==> src/rtl/vag_pkg.sv <==
package vag_pkg;

    localparam int unsigned VAG_AW = 32;

    typedef logic [VAG_AW-1:0] vaddr_t;

    typedef enum logic [1:0] {
        AM_UNIT   = 2'd0,
        AM_STRIDE = 2'd1,
        AM_INDEX  = 2'd2,
        AM_RSVD   = 2'd3
    } amode_e;

    typedef struct packed {
        amode_e mode;
        vaddr_t base;
        vaddr_t step;
    } op_cfg_t;

    // Byte increment between consecutive elements for the walking modes.
    function automatic vaddr_t elem_step(amode_e m, vaddr_t stride_words, int unsigned off_w);
        case (m)
            AM_STRIDE: return stride_words << off_w;
            default:   return vaddr_t'(1) << off_w;
        endcase
    endfunction

endpackage

==> src/rtl/vag_seq.sv <==
module vag_seq
    import vag_pkg::*;
#(
    parameter int unsigned OFF_W  = 3,
    parameter int unsigned MAX_VL = 64,
    localparam int unsigned EL_W  = $clog2(MAX_VL),
    localparam int unsigned VL_W  = $clog2(MAX_VL + 1)
) (
    input  logic            clk,
    input  logic            rst,
    input  logic            start_i,
    input  amode_e          mode_i,
    input  vaddr_t          base_i,
    input  vaddr_t          stride_i,
    input  logic [VL_W-1:0] vlen_i,
    input  logic            fire_i,
    input  vaddr_t          idx_data_i,
    output logic            run_o,
    output vaddr_t          addr_o,
    output logic [EL_W-1:0] elem_o,
    output logic            done_o
);

    op_cfg_t         cfg_q;
    vaddr_t          cur_q;
    logic [EL_W-1:0] elem_q;
    logic [VL_W-1:0] vl_q;
    logic            run_q;
    logic            done_q;

    logic [VL_W-1:0] vl_eff;
    logic            start_acc;
    logic            last_elem;

    assign vl_eff    = (vlen_i > VL_W'(MAX_VL)) ? VL_W'(MAX_VL) : vlen_i;
    assign start_acc = start_i && !run_q;
    assign last_elem = (VL_W'(elem_q) + VL_W'(1)) == vl_q;

    always_ff @(posedge clk) begin
        if (rst) begin
            cfg_q  <= '0;
            cur_q  <= '0;
            elem_q <= '0;
            vl_q   <= '0;
            run_q  <= 1'b0;
            done_q <= 1'b0;
        end else begin
            done_q <= 1'b0;
            if (start_acc) begin
                cfg_q.mode <= mode_i;
                cfg_q.base <= base_i;
                cfg_q.step <= elem_step(mode_i, stride_i, OFF_W);
                cur_q      <= base_i;
                elem_q     <= '0;
                vl_q       <= vl_eff;
                if (vl_eff == '0) begin
                    done_q <= 1'b1;
                end else begin
                    run_q  <= 1'b1;
                end
            end else if (run_q && fire_i) begin
                cur_q  <= cur_q + cfg_q.step;
                elem_q <= elem_q + 1'b1;
                if (last_elem) begin
                    run_q  <= 1'b0;
                    done_q <= 1'b1;
                end
            end
        end
    end

    assign addr_o = (cfg_q.mode == AM_INDEX) ? (cfg_q.base + idx_data_i) : cur_q;
    assign elem_o = elem_q;
    assign run_o  = run_q;
    assign done_o = done_q;

endmodule

==> src/rtl/vag_bank_track.sv <==
module vag_bank_track #(
    parameter int unsigned NUM_BANKS = 16,
    parameter int unsigned BUSY_CYC  = 4,
    localparam int unsigned BANK_W   = $clog2(NUM_BANKS),
    localparam int unsigned CNT_W    = $clog2(BUSY_CYC + 1)
) (
    input  logic              clk,
    input  logic              rst,
    input  logic              fire_i,
    input  logic [BANK_W-1:0] fire_bank_i,
    input  logic [BANK_W-1:0] query_bank_i,
    output logic              free_o
);

    localparam logic [CNT_W-1:0] RELOAD = CNT_W'(BUSY_CYC - 1);

    logic [NUM_BANKS-1:0] busy_vec;

    for (genvar b = 0; b < NUM_BANKS; b++) begin : g_bank
        logic [CNT_W-1:0] cnt_q;

        always_ff @(posedge clk) begin
            if (rst) begin
                cnt_q <= '0;
            end else if (fire_i && (fire_bank_i == BANK_W'(b))) begin
                cnt_q <= RELOAD;
            end else if (cnt_q != '0) begin
                cnt_q <= cnt_q - 1'b1;
            end
        end

        assign busy_vec[b] = (cnt_q != '0);
    end

    assign free_o = !busy_vec[query_bank_i];

endmodule

==> src/rtl/vaddr_gen.sv <==
module vaddr_gen
    import vag_pkg::*;
#(
    parameter int unsigned WORD_BYTES = 8,
    parameter int unsigned NUM_BANKS  = 16,
    parameter int unsigned BUSY_CYC   = 4,
    parameter int unsigned MAX_VL     = 64
) (
    input  logic                              clk,
    input  logic                              rst,
    input  logic                              start,
    input  logic [1:0]                        mode,
    input  logic [VAG_AW-1:0]                 base,
    input  logic [VAG_AW-1:0]                 stride,
    input  logic [$clog2(MAX_VL+1)-1:0]       vlen,
    output logic [$clog2(MAX_VL)-1:0]         idx_rd,
    input  logic [VAG_AW-1:0]                 idx_data,
    output logic                              busy,
    output logic                              av_valid,
    input  logic                              av_ready,
    output logic [VAG_AW-1:0]                 av_addr,
    output logic [$clog2(NUM_BANKS)-1:0]      av_bank,
    output logic [$clog2(MAX_VL)-1:0]         av_elem,
    output logic                              done
);

    localparam int unsigned OFF_W  = $clog2(WORD_BYTES);
    localparam int unsigned BANK_W = $clog2(NUM_BANKS);
    localparam int unsigned EL_W   = $clog2(MAX_VL);

    logic run;
    logic bank_free;
    logic fire;

    vag_seq #(
        .OFF_W  (OFF_W),
        .MAX_VL (MAX_VL)
    ) u_seq (
        .clk        (clk),
        .rst        (rst),
        .start_i    (start),
        .mode_i     (amode_e'(mode)),
        .base_i     (base),
        .stride_i   (stride),
        .vlen_i     (vlen),
        .fire_i     (fire),
        .idx_data_i (idx_data),
        .run_o      (run),
        .addr_o     (av_addr),
        .elem_o     (av_elem),
        .done_o     (done)
    );

    assign av_bank = av_addr[OFF_W +: BANK_W];

    vag_bank_track #(
        .NUM_BANKS (NUM_BANKS),
        .BUSY_CYC  (BUSY_CYC)
    ) u_banks (
        .clk          (clk),
        .rst          (rst),
        .fire_i       (fire),
        .fire_bank_i  (av_bank),
        .query_bank_i (av_bank),
        .free_o       (bank_free)
    );

    assign av_valid = run && bank_free;
    assign fire     = av_valid && av_ready;
    assign busy     = run;
    assign idx_rd   = av_elem;

endmodule

==> config.mk <==
export PLATFORM = sky130hd
export DESIGN_NAME = vaddr_gen
export DESIGN_NICKNAME = d
export VERILOG_FILES = /design/src/rtl/vag_pkg.sv /design/src/rtl/vag_seq.sv /design/src/rtl/vag_bank_track.sv /design/src/rtl/vaddr_gen.sv
export SDC_FILE = /design/constraint.sdc
export NUM_CORES = 1
export LEC_CHECK = 0
export CORE_MARGIN = 2
export CORE_UTILIZATION = 50
export CTS_BUF_LIST = sky130_fd_sc_hd__clkbuf_4
export DETAILED_ROUTE_END_ITERATION = 7
export PLACE_DENSITY = 0.8
export SLEW_MARGIN = 20
export SYNTH_ARGS = -nofsm -noshare
export SYNTH_HDL_FRONTEND = slang
export SYNTH_SLANG_ARGS = --single-unit
==> constraint.sdc <==
create_clock -name clk -period 7.9 [get_ports clk]
set_input_delay 1.58 -clock clk [delete_from_list [all_inputs] [get_ports clk]]
set_output_delay 1.58 -clock clk [all_outputs]
set_load 0.01 [all_outputs]
==> results of run 1 <==
cell families after synthesis:
| kind of cell | share of synthesized area (%) |
|---|---|
| AOI/OAI and AO/OA | 23.3 |
| xor gates and xnor gates | 5.86 |
| adders and majority gates | 11.5 |
| buffers and inverters | 5.37 |
| DFF | 30.6 |
| muxes | 3.65 |
| and+or+nand+nor | 19.6 |
per-stage QoR:
step,hold slack (ps),worst slack (ps)
3_5_place_dp,450,632
3_3_place_gp,444,677
5_1_grt,485,254
6_report,465,540
4_1_cts,469,600
2_1_floorplan,437,2230
registers in the layout (all words and copies together), names as in the netlist:
signal                flops
u_seq.cfg_q              63
u_seq.cur_q              32
u_seq.elem_o              6
u_seq.vl_q                7
u_seq.run_o               1
u_banks.g_bank.cnt_q     48
u_seq.done_o              1
worst min-delay path: cells and delay by family, from the launching register on:
kind | cells | cell delay (ps)
AND/OR/NAND/NOR | 1 | 50
AO/OA/AOI/OAI | 1 | 50
flip-flops | 1 | 330
cells in the final DEF (no fill, tap or decap), types with 7 or more instances in the layout:
cell type          n
a211oi_1          31
a21o_1            35
a21oi_1          123
a22o_1            28
and3_1            15
buf_4             11
clkbuf_4          19
clkdlybuf4s50_1  155
dfxtp_1          158
ha_1              92
inv_1             53
mux2i_1           35
nand2_1          149
nand2b_1          26
nand3_1           22
nand3b_1           9
nand4_1           10
nor2_1            93
nor2b_1           10
nor3_1            43
nor4_1             7
o21ai_0           77
o21bai_1          10
o22ai_1           12
or2_2              7
xnor2_1           46
xor2_1            23
final cells by class:
class                   count  area, um2  share of cell area, %
clock buffers              19        143                   1.17
flip-flops and latches    158       3160                   25.9
multi-input cells         996       6630                   54.2
inverters                  55        208                   1.70
well taps                 270        338                   2.76
diodes                      1       2.50                 0.0205
repair buffers            166       1630                   13.4
clock inverters            13        115                  0.941
power groups by stage:
stage / logic, W / clock network, W / registers (W)
6_report: 0.00109 / 0.000473 / 0.00102
5_1_grt: 0.00124 / 0.000519 / 0.00104
4_1_cts: 0.00109 / 0.000485 / 0.00102
3_5_place_dp: 0.00108 / 0 / 0.00104
3_3_place_gp: 0.00103 / 0 / 0.00103
2_1_floorplan: 0.000814 / 0 / 0.00102
worst max path at each step:
stage                            from     endpoint  slack [ps]  cells past startpoint
after floorplan           idx_data[0]  av_addr[30]        2230                     11
after global placement    idx_data[1]  av_addr[31]         680                     12
after detailed placement  idx_data[0]  av_addr[28]         630                     14
after CTS                 idx_data[1]  av_addr[31]         600                     12
after global routing      idx_data[1]  av_addr[31]         250                     12
final                     idx_data[0]  av_addr[28]         540                     14
layer usage:
| metal | routed length [um] | up-vias | global-route usage (%) | part of all wire (%) |
|---|---|---|---|---|
| li1 | - | 4786 | - | - |
| met1 | 12100 | 4508 | 32.4 | 45 |
| met2 | 12600 | 287 | 41.4 | 47 |
| met3 | 1510 | 47 | 3.98 | 5.6 |
| met4 | 588 | 0 | 8.08 | 2.2 |
| met5 | 0 | - | 0 | 0 |
==> flow_metrics.py, run 1 <==
metrics = {
    "place": {
        "port_buffers": 156,
        "place_congestion": 0.945,
        "post-dp-hpwl_um": 19800,
        "placed_area_mm2": 0.0120,
        "placedCellCount": 1645,
    },
    "logic_synthesis": {
        "synth_top_area_share_pct": 30.6,
        "netlist_top_cells_count": "158 x dfxtp_1, 149 x nand2_1, 123 x a21oi_1, 94 x nor2_1, 92 x ha_1",
        "synth.yosys.seq_area_share_pct": 30.6,
        "postSynthAreaPerCell_um2": 8.09,
        "yosysWarnings": 0,
        "synth_nets": 1479,
        "syn_inst": 1276,
        "yosys-top-cells-area": "dfxtp_1 31%, ha_1 11%, a21oi_1 6.0%",
        "synth_edf_count": 0,
        "synth_ff_type": "dfxtp_1",
        "synth_seq_cells": 158,
        "yosys.area.top_type": "dfxtp_1",
        "async_reset_ff_share_pct": 0,
        "synth.most_common_cell": "dfxtp_1",
        "synth_area_mm2": 0.0103,
        "synth_cell_types": 69,
    },
    "finish": {
        "fin_cells": 1678,
        "fillCellCount": 1779,
        "syn_to_final_growth_pct": 18.6,
        "drive_above_1_share_pct": 5.12,
        "finish.utilization_pct": 60.5,
        "nets": 1597,
        "fin_area_mm2": 0.0122,
    },
    "timing": {
        "hold_violations": 0,
        "worstMarginPinSlew_ps": 1060,
        "fin_crit_ps": 7360,
        "skew_ps": 30.1,
        "setup-violations-final": 0,
        "fmax_ghz": 0.136,
        "rsz0062_at_grt": "no",
        "slew_violations": 0,
        "period_share_pct": 93.2,
        "slew_headroom_pct": 29.5,
        "fin_setup_tns_ps": 0,
    },
    "flow_run": {
        "max_cap_violations": 0,
    },
    "grt": {
        "overflow": 0,
        "antenna_found_initial": 1,
        "grtUsageTotal_pct": 24.7,
        "first_global_vias": 9090,
        "grt_max_degree": 97,
        "grt_first_pass_wirelength_um": 44000,
    },
    "outcome": {
        "status": "complete, no violations",
    },
    "die": {
        "die_area_mm2": 0.0218,
        "io_pins": 160,
        "die_w_um": 148,
        "start_util_pct": 51.0,
        "core_mm2": 0.0202,
        "rows": 52,
        "die_y_um": 148,
    },
    "power": {
        "total_power_w": 0.00258,
        "p_sw_share_pct": 38.1,
        "p_int_w": 0.00160,
        "p_switching_w": 0.000983,
        "clkPwrFrac_pct": 18.3,
        "combinationalPowerShare_pct": 42.2,
        "power.leakage_nw": 5.08,
        "pwr-share-seq_pct": 39.5,
        "vdd.ir_drop.worst_v": 0.000101,
        "powerDensity_mw_per_mm2": 211,
    },
    "worst_setup_path": {
        "required_ps": 6320,
        "max_stage_delay_ps": 630,
        "cp-end-kind": "primary output",
        "path_max_fanout": 4,
        "reg2reg_from": "u_seq.cfg_q[32]$_SDFFE_PP0P_",
        "rrSetupSlack_ps": 3780,
        "cpMaxStageDelayCell": "or4b_2",
        "worstSetupPathType": "input pin to primary output",
        "start_kind": "input pin",
        "reg2reg_depth": 13,
        "path_cells": "clkdlybuf4s50_1, ha_1, fa_1, a211oi_1, o21ai_0, o2111ai_1, nand2_1, a41oi_1, buf_4, o21ai_0, a21oi_1, or4b_2, nand3_1, clkdlybuf4s50_1",
        "r2r-end": "u_seq.cur_q[11]$_SDFFE_PP0P_",
        "cp_top_family": "compound AO/OA/AOI/OAI gates",
        "cp.arrival_ps": 5780,
        "crit_buf_inv": 3,
    },
    "clock_network": {
        "clk_pin_slew_ps": 130,
        "htreeDepth": 4,
        "clock_path_buffers": 2,
        "cts_buffers": 17,
        "root_buffer": "clkbuf_4",
        "tritoncts": "done",
        "cts.repair.resized": 0,
        "cts.sinks": 158,
        "clk_latency_ps": 590,
        "postCtsSetupRepairBufs": 0,
        "holdBufCountCts": 0,
    },
    "worst_hold_path": {
        "hp-start": "u_seq.cur_q[0]$_SDFFE_PP0P_",
        "hp-class": "register to register",
        "hold_end": "u_seq.cur_q[0]$_SDFFE_PP0P_",
        "hold-path-cell-count": 2,
    },
    "drt": {
        "drc": 0,
        "drt_wl_total_um": 26800,
        "detail-route-antenna-nets": 0,
        "wl_per_cell_um": 16.0,
        "drt_first_pass_iters": 5,
        "viasPerCell": 5.74,
        "dr_total_vias": 9628,
        "dr.first_iter.drc_count": 587,
    },
}
Note: power is estimated with default switching activity, not from simulation.
==> run 2, diff against run 1 <==
--- a/config.mk
+++ b/config.mk
@@ -9,6 +9,7 @@
 export CORE_UTILIZATION = 50
 export CTS_BUF_LIST = sky130_fd_sc_hd__clkbuf_4
 export DETAILED_ROUTE_END_ITERATION = 7
+export HOLD_SLACK_MARGIN = 0.15
 export PLACE_DENSITY = 0.8
 export SLEW_MARGIN = 20
 export SYNTH_ARGS = -nofsm -noshare
==> results of run 2 <==
Final layout, timing and power as in run 1 (identical DEF).
==> run 3, diff against run 2 <==
--- a/config.mk
+++ b/config.mk
@@ -5,6 +5,7 @@
 export SDC_FILE = /design/constraint.sdc
 export NUM_CORES = 1
 export LEC_CHECK = 0
+export ABC_CLOCK_PERIOD_IN_PS = 9150
 export CORE_MARGIN = 2
 export CORE_UTILIZATION = 50
 export CTS_BUF_LIST = sky130_fd_sc_hd__clkbuf_4
==> constraint.sdc (replaced) <==
create_clock -name clk -period 9.15 [get_ports clk]
set_input_delay 1.83 -clock clk [delete_from_list [all_inputs] [get_ports clk]]
set_output_delay 1.83 -clock clk [all_outputs]
set_load 0.01 [all_outputs]
==> run 3 against run 2 <==
  * Register-to-register slack gained 1300 ps
  * Utilization grew 0.16 points
  * Critical endpoint is now av_addr[30]
  * Die area is the same
  * Flip-flop and latch count is the same
  * Global-route usage shrank 0.39 points
  * Highest routed layer unchanged
  * Routed wire length grew 0.63%
  * Total power shrank 12%
  * Cell count is the same
  * Sequential share of layout area shrank 0.068 points
==> flow_metrics.py, run 3 (synthesized netlist as in run 1, its figures left out) <==
metrics = {
    "timing": {
        "fin_setup_tns_ps": 0,
        "hold_violations": 0,
        "skew_ps": 33.9,
        "slew_violations": 0,
        "rsz0062_at_grt": "no",
        "setup-violations-final": 0,
        "fmax_ghz": 0.125,
        "period_share_pct": 87.1,
        "fin_crit_ps": 7970,
        "worstMarginPinSlew_ps": 1010,
        "setup_slack_ps": 1180,
        "slew_headroom_pct": 32.9,
    },
    "finish": {
        "syn_to_final_growth_pct": 18.9,
        "regArea_mm2": 0.00316,
        "multi_input_area_mm2": 0.00663,
        "top_register": "u_seq.cfg_q",
        "reg_top3": "u_seq.cfg_q: 63 flops, u_banks.g_bank.cnt_q: 48 flops, u_seq.cur_q: 32 flops",
        "mostFrequentLayoutCells": "158 x dfxtp_1, 155 x clkdlybuf4s50_1, 149 x nand2_1",
        "layout_commonest_cell": "dfxtp_1",
        "drive_above_1_share_pct": 5.05,
        "largest_reg_flops": 63,
        "finish.utilization_pct": 60.6,
        "nets": 1597,
        "fillCellCount": 1781,
    },
    "clock_network": {
        "clk_latency_ps": 580,
        "cts.repair.resized": 0,
        "cts.sinks": 158,
        "postCtsSetupRepairBufs": 0,
        "htreeDepth": 4,
        "holdBufCountCts": 0,
        "tritoncts": "done",
        "clock_path_buffers": 2,
        "root_buffer": "clkbuf_4",
        "cts_buffers": 17,
        "clk_pin_slew_ps": 120,
    },
    "flow_run": {
        "max_cap_violations": 0,
    },
    "place": {
        "port_buffers": 156,
        "pre_cts_ws_ps": 1240,
        "post-dp-hpwl_um": 19900,
        "place_congestion": 0.897,
    },
    "grt": {
        "first_global_vias": 8960,
        "grt_max_degree": 91,
        "overflow": 0,
        "grtUsageTotal_pct": 24.3,
        "grt_first_pass_wirelength_um": 43100,
        "antenna_found_initial": 1,
    },
    "die": {
        "start_util_pct": 51.0,
        "die_area_mm2": 0.0218,
        "io_pins": 160,
        "die_y_um": 148,
        "core_mm2": 0.0202,
        "die_w_um": 148,
        "rows": 52,
    },
    "worst_setup_path": {
        "path_cells": "clkdlybuf4s50_1, ha_1, fa_1, a211oi_1, o21ai_0, o2111ai_1, nand2_1, a41oi_1, o21ai_0, a31oi_1, nor2_1, a211oi_1, clkdlybuf4s50_1",
        "cpMaxStageDelayCell": "clkdlybuf4s50_1",
        "rrSetupSlack_ps": 5050,
        "start_kind": "input pin",
        "cp.arrival_ps": 6140,
        "path_max_fanout": 4,
        "required_ps": 7320,
        "cp-end-kind": "primary output",
        "worstSetupPathType": "input pin to primary output",
        "max_stage_delay_ps": 610,
    },
    "drt": {
        "viasPerCell": 5.72,
        "wl_per_cell_um": 16.1,
        "drt_first_pass_iters": 7,
        "detail-route-antenna-nets": 0,
        "drt_wl_total_um": 27000,
        "dr_total_vias": 9590,
        "dr.first_iter.drc_count": 596,
        "drc": 0,
    },
    "power": {
        "total_power_w": 0.00227,
        "powerDensity_mw_per_mm2": 185,
        "power.leakage_nw": 5.09,
        "vdd.ir_drop.worst_v": 0.0000983,
    },
    "outcome": {
        "status": "complete, no violations",
    },
    "worst_hold_path": {
        "hp-class": "register to register",
    },
}
-- run 3: cell count changes in the layout (fill, tap and decap cells not counted) --
cell / change
nor2_2: +1
clkinvlp_4: +2
clkinv_2: -1
inv_6: -4
nor2_4: -1
bufinv_16: +2
clkinv_1: +1
clkbuf_4: +1
clkinv_4: -1
-- run 3: final cells by class --
cell class / count / area share, %
Clock inverter: 12 / 1.18
Inverter: 55 / 1.69
Timing Repair Buffer: 166 / 13.3
Multi-Input combinational cell: 996 / 54.0
Sequential cell: 158 / 25.8
Clock buffer: 20 / 1.22
Antenna cell: 1 / 0.0204
Tap cell: 270 / 2.75
-- run 3: worst max-delay path, delay by kind of cell --
family                     cells  cell delay [ps]
AOI/OAI and AO/OA              7             2290
adders and majority gates      2              670
and+or+nand+nor                2              310
buffers and inverters          2             1010
-- run 3: through the flow --
stage | std cells | cell area [um2] | hold WS (ps)
4_1_cts | 1677 | 12300 | 466
2_1_floorplan | 1276 | 10300 | 437
3_3_place_gp | 1645 | 12000 | 442
5_1_grt | 1678 | 12300 | 490
6_report | 1678 | 12300 | 462
3_5_place_dp | 1645 | 12000 | 448
-- run 3: metal layers --
metal / GRT usage, % / wire length [um]
met1: 31.5 / 12200
met2: 41.3 / 12800
met3: 4.26 / 1480
met4: 7.26 / 487
met5: 0 / 0
-- run 3: path summary, 6_finish.rpt --
check,cells past startpoint,start,endpoint
setup / recovery,13,idx_data[0],av_addr[30]
hold / removal,2,u_seq.cur_q[2]$_SDFFE_PP0P_,u_seq.cur_q[2]$_SDFFE_PP0P_
hold reg to reg,2,u_seq.cur_q[2]$_SDFFE_PP0P_,u_seq.cur_q[2]$_SDFFE_PP0P_
setup reg to reg,13,u_seq.cfg_q[32]$_SDFFE_PP0P_,u_seq.cur_q[11]$_SDFFE_PP0P_
-- run 3: where the power goes --
| group | internal [W] | switching, W | total [W] |
|---|---|---|---|
| registers | 0.000808 | 0.0000734 | 0.000881 |
| logic | 0.000428 | 0.000508 | 0.000936 |
| clock network | 0.000195 | 0.000253 | 0.000448 |
| total | 0.00143 | 0.000834 | 0.00227 |
